File: src/rtl/dbgcmd_pkg.sv
`timescale 1ns/1ps
package dbgcmd_pkg;
  localparam int WORD_W    = 16;
  localparam int RESP_W    = WORD_W + 1;
  localparam int LONG_W    = 2 * WORD_W;
  localparam int REG_IDX_W = 4;
  localparam int BYTE_W    = 8;

  localparam logic [WORD_W-REG_IDX_W-1:0] REGRD_TAG = 12'h218;
  localparam logic [7:0]                  MEMRD_TAG = 8'h19;

  localparam logic [WORD_W-1:0] CODE_NOTRDY = 16'h0000;
  localparam logic [WORD_W-1:0] CODE_BERR   = 16'h0001;
  localparam logic [WORD_W-1:0] CODE_ILL    = 16'hFFFF;

  typedef enum logic [1:0] {
    SZ_BYTE = 2'b00,
    SZ_WORD = 2'b01,
    SZ_LONG = 2'b10,
    SZ_RSVD = 2'b11
  } xsize_e;

  typedef enum logic [1:0] {
    OP_REGRD,
    OP_REGBERR,
    OP_MEMRD,
    OP_ILLEGAL
  } opkind_e;

  typedef enum logic [3:0] {
    ST_IDLE,
    ST_RWAIT,
    ST_HIWORD,
    ST_LOWORD,
    ST_ADDRH,
    ST_ADDRL,
    ST_MWAIT,
    ST_BERR,
    ST_ILL
  } seq_st_e;
endpackage

File: src/rtl/dbgcmd_decode.sv
`timescale 1ns/1ps
module dbgcmd_decode
  import dbgcmd_pkg::*;
(
  input  logic [WORD_W-1:0]    word,
  input  logic                 halted,
  output opkind_e              kind,
  output logic [REG_IDX_W-1:0] idx,
  output xsize_e               size
);
  logic is_reg;
  logic is_mem;

  assign is_reg = (word[WORD_W-1:REG_IDX_W] == REGRD_TAG);
  assign is_mem = (word[WORD_W-1:8] == MEMRD_TAG) && (word[5:0] == 6'd0) &&
                  (word[7:6] != SZ_RSVD);

  always_comb begin
    idx  = word[REG_IDX_W-1:0];
    size = xsize_e'(word[7:6]);
    if (is_reg)      kind = halted ? OP_REGRD : OP_REGBERR;
    else if (is_mem) kind = OP_MEMRD;
    else             kind = OP_ILLEGAL;
  end
endmodule

File: src/rtl/dbgcmd_encode.sv
`timescale 1ns/1ps
module dbgcmd_encode
  import dbgcmd_pkg::*;
(
  input  seq_st_e           st,
  input  logic [LONG_W-1:0] res,
  output logic [RESP_W-1:0] resp
);
  always_comb begin
    case (st)
      ST_HIWORD: resp = {1'b0, res[LONG_W-1:WORD_W]};
      ST_LOWORD: resp = {1'b0, res[WORD_W-1:0]};
      ST_BERR:   resp = {1'b1, CODE_BERR};
      ST_ILL:    resp = {1'b1, CODE_ILL};
      default:   resp = {1'b1, CODE_NOTRDY};
    endcase
  end
endmodule

File: src/rtl/dbgcmd_seq.sv
`timescale 1ns/1ps
module dbgcmd_seq
  import dbgcmd_pkg::*;
#(
  parameter int ADDR_W = 32
) (
  input  logic                 clk,
  input  logic                 rst,
  input  logic                 core_halted,
  input  logic                 xfer,
  input  logic [WORD_W-1:0]    cmd_in,
  output logic [RESP_W-1:0]    resp_out,
  output logic [REG_IDX_W-1:0] rf_addr,
  input  logic [LONG_W-1:0]    rf_data,
  output logic                 mem_req,
  output logic [ADDR_W-1:0]    mem_addr,
  output logic [1:0]           mem_size,
  input  logic                 mem_ack,
  input  logic                 mem_err,
  input  logic [LONG_W-1:0]    mem_rdata
);
  localparam int ADDR_FULL_W = 2 * WORD_W;

  seq_st_e                st_q, st_n;
  logic [LONG_W-1:0]      res_q, res_n;
  logic [REG_IDX_W-1:0]   idx_q, idx_n;
  xsize_e                 sz_q, sz_n;
  logic [WORD_W-1:0]      ahi_q, ahi_n;
  logic [ADDR_W-1:0]      addr_n;
  logic [ADDR_FULL_W-1:0] addr_full;
  logic                   accept_op;
  opkind_e                dec_kind;
  logic [REG_IDX_W-1:0]   dec_idx;
  xsize_e                 dec_size;
  logic [RESP_W-1:0]      resp_n;

  dbgcmd_decode u_decode (
    .word   (cmd_in),
    .halted (core_halted),
    .kind   (dec_kind),
    .idx    (dec_idx),
    .size   (dec_size)
  );

  dbgcmd_encode u_encode (
    .st   (st_n),
    .res  (res_n),
    .resp (resp_n)
  );

  assign addr_full = {ahi_q, cmd_in};
  assign accept_op = (st_q == ST_IDLE) || (st_q == ST_LOWORD) ||
                     (st_q == ST_BERR) || (st_q == ST_ILL);
  assign rf_addr   = idx_q;
  assign mem_size  = sz_q;

  always_comb begin
    st_n   = st_q;
    res_n  = res_q;
    idx_n  = idx_q;
    sz_n   = sz_q;
    ahi_n  = ahi_q;
    addr_n = mem_addr;
    case (st_q)
      ST_IDLE, ST_LOWORD, ST_BERR, ST_ILL: begin
        if (xfer) begin
          case (dec_kind)
            OP_REGRD: begin
              st_n  = ST_RWAIT;
              idx_n = dec_idx;
            end
            OP_REGBERR: st_n = ST_BERR;
            OP_MEMRD: begin
              st_n = ST_ADDRH;
              sz_n = dec_size;
            end
            default: st_n = ST_ILL;
          endcase
        end
      end
      ST_RWAIT: begin
        st_n  = ST_HIWORD;
        res_n = rf_data;
      end
      ST_HIWORD: if (xfer) st_n = ST_LOWORD;
      ST_ADDRH: begin
        if (xfer) begin
          ahi_n = cmd_in;
          st_n  = ST_ADDRL;
        end
      end
      ST_ADDRL: begin
        if (xfer) begin
          addr_n = addr_full[ADDR_W-1:0];
          st_n   = ST_MWAIT;
        end
      end
      ST_MWAIT: begin
        if (mem_ack) begin
          if (mem_err) begin
            st_n = ST_BERR;
          end else begin
            case (sz_q)
              SZ_LONG: begin
                st_n  = ST_HIWORD;
                res_n = mem_rdata;
              end
              SZ_WORD: begin
                st_n  = ST_LOWORD;
                res_n = {{(LONG_W-WORD_W){1'b0}}, mem_rdata[WORD_W-1:0]};
              end
              default: begin
                st_n  = ST_LOWORD;
                res_n = {{(LONG_W-BYTE_W){1'b0}}, mem_rdata[BYTE_W-1:0]};
              end
            endcase
          end
        end
      end
      default: st_n = ST_IDLE;
    endcase
  end

  always_ff @(posedge clk) begin
    if (rst) begin
      st_q     <= ST_IDLE;
      res_q    <= '0;
      idx_q    <= '0;
      sz_q     <= SZ_BYTE;
      ahi_q    <= '0;
      mem_addr <= '0;
      mem_req  <= 1'b0;
      resp_out <= {1'b1, CODE_NOTRDY};
    end else begin
      st_q     <= st_n;
      res_q    <= res_n;
      idx_q    <= idx_n;
      sz_q     <= sz_n;
      ahi_q    <= ahi_n;
      mem_addr <= addr_n;
      mem_req  <= (st_n == ST_MWAIT);
      resp_out <= resp_n;
    end
  end
endmodule

File: config.mk
export PLATFORM = sky130hd
export DESIGN_NAME = dbgcmd_seq
export DESIGN_NICKNAME = d
export VERILOG_FILES = /design/src/rtl/dbgcmd_pkg.sv /design/src/rtl/dbgcmd_decode.sv /design/src/rtl/dbgcmd_encode.sv /design/src/rtl/dbgcmd_seq.sv
export SDC_FILE = /design/constraint.sdc
export NUM_CORES = 1
export LEC_CHECK = 0
export BUFFER_PORTS_ARGS = -buffer_cell sky130_fd_sc_hd__buf_2
export CORE_MARGIN = 2
export CORE_UTILIZATION = 45
export DETAILED_ROUTE_END_ITERATION = 8
export PLACE_DENSITY = 0.7
export RECOVER_POWER = 100
export SYNTH_ARGS = -nofsm -noshare
export SYNTH_HDL_FRONTEND = slang
export SYNTH_SLANG_ARGS = --single-unit
File: constraint.sdc
create_clock -name clk -period 3 [get_ports clk]
set_clock_uncertainty 0.2 [all_clocks]
set_input_delay 0.45 -clock clk [delete_from_list [all_inputs] [get_ports clk]]
set_output_delay 0.45 -clock clk [all_outputs]
set_load 0.02 [all_outputs]
==> results of run 1 <==
## through the flow
stage               hold WS (ns)  total power [mW]
floorplan                 0.2321             1.782
global placement          0.2408             1.933
detailed placement        0.2439             1.942
CTS                      0.09824             2.856
global route              0.1116             2.945
finish                    0.1075             2.820
## flip-flops by register name (all words and copies together), names as in the netlist
name / flops
mem_req: 1
resp_out: 17
rf_addr: 4
mem_addr: 32
ahi_q: 16
st_q: 4
mem_size: 2
res_q: 32
## power breakdown
group          switching, mW  total (mW)  internal, mW
sequential            0.0237        1.51          1.48
clock                  0.524       0.922         0.398
combinational          0.244       0.392         0.148
## placed cells by master, fill, tap and decap left out, drive strengths merged, types with 10 or more instances in the layout
| master | instances |
|---|---|
| a21oi | 102 |
| nand2 | 118 |
| a221oi | 10 |
| and3 | 11 |
| buf | 97 |
| nor2 | 77 |
| dfxtp | 108 |
| a211o | 14 |
| nand3 | 19 |
| clkbuf | 68 |
## cells by family (layout without fill, tap and decap cells)
kind of cell | Yosys count | in the layout | share of synthesized area [%]
compound gates | 149 | 149 | 20.80
fa+ha+maj | 2 | 2 | 0.5474
buf+inv | 49 | 177 | 4.927
flops | 108 | 108 | 47.30
mux | 7 | 7 | 1.533
simple gates | 256 | 256 | 24.88
## area by class of cell
| cell class | instances | area, um2 |
|---|---|---|
| sequential | 108 | 2162 |
| clock buffer | 9 | 123.9 |
| timing repair buffer | 156 | 763.2 |
| multi-input combinational | 414 | 2146 |
| tap | 133 | 166.4 |
| clock inverter | 7 | 80.08 |
| inverter | 5 | 18.77 |
| fill | 994 | 4359 |
## worst max path at each step
stage,from,to,slack [ns],cells after the start
global placement,mem_err,resp_out[0],0.23,9
floorplan,mem_size[0],resp_out[15],0.58,10
global route,st_q[0],resp_out[0],0.16,9
detailed placement,cmd_in[9],resp_out[13],0.09,8
CTS,st_q[0],resp_out[0],0.42,8
finish,cmd_in[9],resp_out[16],0.37,8
## worst max-delay path, delay by kind of cell
family | cells | cell delay (ns)
AND/OR/NAND/NOR | 5 | 1.19
buffers and inverters | 2 | 0.77
AO/OA/AOI/OAI | 1 | 0.24
## routing by layer
layer | part of all wire [%] | vias up | track usage [%] | wire length [um]
met4 | 2.0 | 0 | 7.619 | 246
met3 | 6.7 | 23 | 4.367 | 825
li1 | - | 2192 | - | -
met2 | 46 | 156 | 35.95 | 5740
met5 | 0 | - | 0 | 0
met1 | 45 | 2053 | 30.54 | 5580
==> summary.txt, run 1 <==
Clock network
  – CTS max path bufs: 2
  – Post-CTS sizing: 0
  – CTS tree: done
  – # clock sinks: around 110
  – Clock root buffer: clkbuf_8
  – Clk pin slew, worst setup/hold paths: around 0.12 ns
  – TritonCTS Buffers: 9
  – Worst-Skew Late Latency: 0.38 ns
  – H-tree Lvls: 3
  – Hold_buf cts: 0
  – Setup bufs post-CTS: 0

Logic synthesis
  – Fraction of registers with async set/reset: 0%
  – Sequential area share after synthesis: a little under half
  – Area contributors post-synth: dfxtp_1 47%, a21oi_1 11%, nand2_1 9.7%, nor2_1 6.3%, a211o_1 2.7%
  – Mapped Area: around 0.0046 mm2
  – Cell variety after synth: 46
  – Number of synthesized flops with an enable pin: 0
  – Post-Syn Nets: 659
  – Dominant cell type by area after synthesis: dfxtp_1
  – Synth top area share: a little under half
  – Yosys Warn Count: 0
  – Count of state elements after synthesis: roughly 110
  – Gate Count Post-Synth: 571
  – Most frequent cells after synthesis: 118 x nand2_1, 108 x dfxtp_1, 102 x a21oi_1
  – Count leader, synth: nand2_1
  – Ys flop type: dfxtp_1
  – Syn Area/Cell: around 8.0 um2

Place
  – DPL Wire Length: ~8.7 mm
  – # port buffers: around 140
  – Inst Count DP: slightly above 800
  – Dpl cell area: 0.005374 mm2
  – Routability cong.: 0.8473
  – Place WS: between 0.09 and 0.1 ns

Timing
  – Worst slew pin tran: a little over 0.8 ns
  – Tmin final: around 2.6 ns
  – Tcrit/Tclk final: between 80% and 90%
  – Setup Viol. Count Final: 0
  – Highest clock rate: 0.3809 GHz
  – Final hold vios: 0
  – Final worst slack: about 0.37 ns
  – Rel. slew slack: between 40% and 50%
  – Pins Over Slew Limit: 0
  – Fin Setup TNS: 0 ns
  – Unrepaired setup endpoints after global routing: no

Route
  – Vias/cell: approximately 5.3
  – Via count: between 4,000 and 5,000
  – Routed Antenna Nets: 0
  – DR WL/cell: 14.89 um
  – Initial DRT Pass Iterations: 4
  – Total wire length: approximately 12 mm
  – Drt initial violations: around 270
  – DRC Markers: 0

Worst setup path
  – Reg2Reg Depth: 8
  – Worst stage delay on the critical path: approximately 0.65 ns
  – Crit-path max FO: 18
  – Worst R2R End: resp_out[16]
  – Crit path launch type: input port
  – Slowest stage cell, crit path: clkbuf_1
  – Critical Path AT: 2.64 ns
  – WS Path Type: in2reg
  – Critical path data required time: 3.01 ns
  – Worst path cell trace: buf_2 > nor4_2 > nand2_1 > nor3_1 > nor2_1 > a31oi_1 > clkbuf_1 > nand3_1
  – FF-to-FF Start: st_q[0]
  – Reg-to-reg setup timing slack: slightly above 0.4 ns
  – Kind of end point of the critical path: flip-flop

Flow run
  – Number of max-cap violations: 0

Layout
  – Post-Layout Cell Count: between 800 and 900
  – Finished Cell Area: about 0.0055 mm2
  – Ant diodes: 0
  – Share of layout cells above drive strength 1: between 10% and 20%
  – Nets: between 700 and 800
  – Area delta synth->final: 19.46%
  – Layout Utilization: between 50% and 60%

Die
  – Rows: 36
  – Die width: between 100 and 150 um
  – Die area: 0.01098 mm2
  – I/O pin count: 142
  – Initial Util: between 40 and 50%
  – Die Span Y: between 100 and 150 um
  – Core area: just under 0.01 mm2

Power and ir drop
  – LEAKAGE: between 2 and 2.5 nW
  – Peak supply drop: approximately 0.22 mV
  – Cell Pwr Density: around 520 mW/mm2

Hold path
  – Hold_sp: mem_rdata[28]
  – Worst Hold Class: in2reg
  – Hold Path End: res_q[28]
  – Hold path cells: 3

Global route
  – Initial antenna violation count: 0
  – Largest net degree at the start of global routing: 58
  – Total congestion overflow: 0
  – GR Util All Layers: between 20% and 30%
  – Vias in the first global route: ~4,100
  – First-pass GRT wire length: about 20 mm

Outcome
  – Status: complete, no violations
Note: power is estimated with default switching activity, not from simulation.
==> inputs of run 2 (changes only) <==
Settings changed: PLACE_DENSITY 0.7 to 0.72.
Clock period 3 ns to 2.4 ns, I/O delays scaled along.
==> run 2 against run 1 <==
  * Critical path depth increased by 2
  * Utilization rose by 3.7 points
  * Highest routed layer unchanged
  * Worst setup slack worse by 0.27 ns
  * Die area did not move
  * Via count up 3.1%
  * First-iteration DRC count fell by 9.8%
  * Worst hold slack worse by 0.064 ns
  * Design area increased by 6.6%
  * Largest cell class is now multi-input gates
==> summary.txt, run 2 (synthesis gave the netlist of run 1 again) <==
Outcome
  – Status: complete, no violations (unchanged)

Hold path
  – Worst Hold Class: in2reg (unchanged)
  – Hold_sp: mem_rdata[25] (was mem_rdata[28])
  – Hold Path End: res_q[25] (was res_q[28])
  – Hold path cells: 3 (unchanged)

Worst setup path
  – Crit path launch type: input port (unchanged)
  – Critical path data required time: 2.49 ns (was 3.01 ns)
  – WP buf/inv: 3 (was 2)
  – Reg2Reg Depth: 9 (was 8)
  – Worst path cell trace: buf_2 > nor4_2 > buf_4 > nand4b_1 > o32ai_1 > a22oi_1 > o21bai_1 > a21o_1 > buf_12 > a21oi_1 (was buf_2 > nor4_2 > nand2_1 > nor3_1 > nor2_1 > a31oi_1 > clkbuf_1 > nand3_1)
  – Slowest stage cell, crit path: o32ai_1 (was clkbuf_1)
  – Worst stage delay on the critical path: 0.34 ns (was 0.65 ns)
  – CP top delay family: compound AO/OA/AOI/OAI gates (was simple AND/OR/NAND/NOR gates)
  – WS Path Type: in2reg (unchanged)
  – Reg-to-reg setup timing slack: 0.11 ns (was 0.41 ns)
  – Crit-path max FO: 16 (was 18)
  – FF-to-FF Start: st_q[0] (unchanged)
  – Kind of end point of the critical path: flip-flop (unchanged)
  – Critical Path AT: 2.38 ns (was 2.64 ns)
  – Worst R2R End: resp_out[1] (was resp_out[16])

Clock network
  – Hold_buf cts: 0 (unchanged)
  – Worst-Skew Late Latency: 0.36 ns (was 0.38 ns)
  – CTS tree: done (unchanged)
  – Clock root buffer: clkbuf_8 (unchanged)
  – TritonCTS Buffers: 9 (unchanged)
  – # clock sinks: 108 (unchanged)
  – Clk pin slew, worst setup/hold paths: 0.10 ns (was 0.12 ns)
  – CTS max path bufs: 2 (unchanged)
  – H-tree Lvls: 3 (unchanged)

Route
  – Routed Antenna Nets: 0 (unchanged)
  – Vias/cell: 5.268 (was 5.317)
  – Via count: 4,562 (was 4,424)
  – Initial DRT Pass Iterations: 5 (was 4)
  – Total wire length: 12.88 mm (was 12.39 mm)
  – DRC Markers: 0 (unchanged)
  – Drt initial violations: 239 (was 265)
  – DR WL/cell: 14.87 um (was 14.89 um)

Die
  – Initial Util: 46.55% (unchanged)
  – Die width: 104.8 um (unchanged)
  – Core area: 0.009819 mm2 (unchanged)
  – Die area: 0.01098 mm2 (unchanged)
  – Rows: 36 (unchanged)
  – I/O pin count: 142 (unchanged)
  – Die Span Y: 104.8 um (unchanged)

Global route
  – Initial antenna violation count: 0 (unchanged)
  – Largest net degree at the start of global routing: 60 (was 58)
  – Vias in the first global route: 4,249 (was 4,120)
  – Total congestion overflow: 0 (unchanged)
  – First-pass GRT wire length: 20.74 mm (was 20.04 mm)
  – GR Util All Layers: 23.14% (was 22.52%)

Timing
  – Tcrit/Tclk final: between 90% and 100%
  – Highest clock rate: between 0.4 and 0.5 GHz
  – Final worst slack: 0.1057 ns (was 0.3747 ns)
  – Rel. slew slack: 64.58% (was 45.91%)
  – Final hold vios: 0 (unchanged)
  – Setup Viol. Count Final: 0 (unchanged)
  – Pins Over Slew Limit: 0 (unchanged)
  – Hold_ws: 0.04378 ns (was 0.1075 ns)
  – Worst slew pin tran: 0.5264 ns (was 0.8113 ns)
  – Fin Setup TNS: 0 ns (unchanged)
  – Tmin final: between 2 and 2.5 ns

Place
  – Routability cong.: 0.9422 (was 0.8473)
  – # port buffers: 141 (unchanged)
  – DPL Wire Length: 9.239 mm (was 8.687 mm)
  – Place WS: -0.2190 ns (was 0.09496 ns)

Layout
  – Nets: 817 (was 782)
  – Layout Utilization: 59.28% (was 55.61%)
  – Most frequent cells in the layout: 118 x nand2_1, 107 x dfxtp_1, 102 x a21oi_1 (was 118 x nand2_1, 108 x dfxtp_1, 102 x a21oi_1)
  – Share of layout cells above drive strength 1: 23.06% (was 17.31%)
  – Ant diodes: 0 (unchanged)
  – Commonest non-fill, non-tap cell in the layout: nand2_1 (unchanged)
  – Area delta synth->final: 27.35% (was 19.46%)
  – Largest registers: mem_addr x32, res_q x32, resp_out x17 (unchanged)

Power and ir drop
  – Final Power: 3.480 mW (was 2.820 mW)
  – Peak supply drop: 0.3726 mV (was 0.2186 mV)
  – LEAKAGE: 2.453 nW (was 2.250 nW)
  – Cell Pwr Density: 597.8 mW/mm2 (was 516.5 mW/mm2)

Flow run
  – Number of max-cap violations: 0 (unchanged)
==> run 2: cell type report <==
type	count	area [um2]
multi-input combinational	414	2218
tap	133	166.4
sequential	108	2163
fill	961	3999
inverter	5	18.77
clock inverter	5	36.28
timing repair buffer	191	1080
clock buffer	10	137.6
==> run 2: worst max-delay path by stage <==
stage          depth (start not counted)           end   startpoint  slack (ns)
6_report                              10   resp_out[1]    cmd_in[9]        0.11
5_1_grt                               10  resp_out[11]  mem_size[1]       -0.03
3_5_place_dp                          10   resp_out[7]    cmd_in[9]       -0.22
4_1_cts                               10  resp_out[15]  mem_size[0]        0.03
2_1_floorplan                         10  resp_out[11]      st_q[0]        0.01
3_3_place_gp                           9   resp_out[9]   cmd_in[11]       -0.14
==> run 2: stage by stage <==
step	std cells	instance area (um2)
CTS	865	5863
global placement	850	5679
detailed placement	850	5679
floorplan	571	4572
global route	866	5821
finish	866	5821
==> run 2: where the power goes <==
part	internal (mW)	switching (mW)	leakage, nW
clock network	0.407	0.618	0.0929
registers	1.85	0.0236	0.875
logic	0.241	0.337	1.49
==> run 2: per-layer routing <==
metal | vias to the layer above | GRT usage, % | routed length, um
met3 | 14 | 4.991 | 794
met4 | 0 | 7.619 | 190
met5 | - | 0 | 0
met1 | 2112 | 30.68 | 5767
li1 | 2264 | - | -
met2 | 172 | 37.48 | 6126
==> run 2: what timing repair did <==
action | CTS | global route
resized for setup | 3 | 6
buffers inserted | 0 | 1
setup endpoints to repair | 6 | 14
pin swaps | 0 | 2
==> run 2: worst min-delay path: stages <==
cell and delay [ns]:
buf_2 0.09, a21oi_1 0.05, nor2_1 0.07
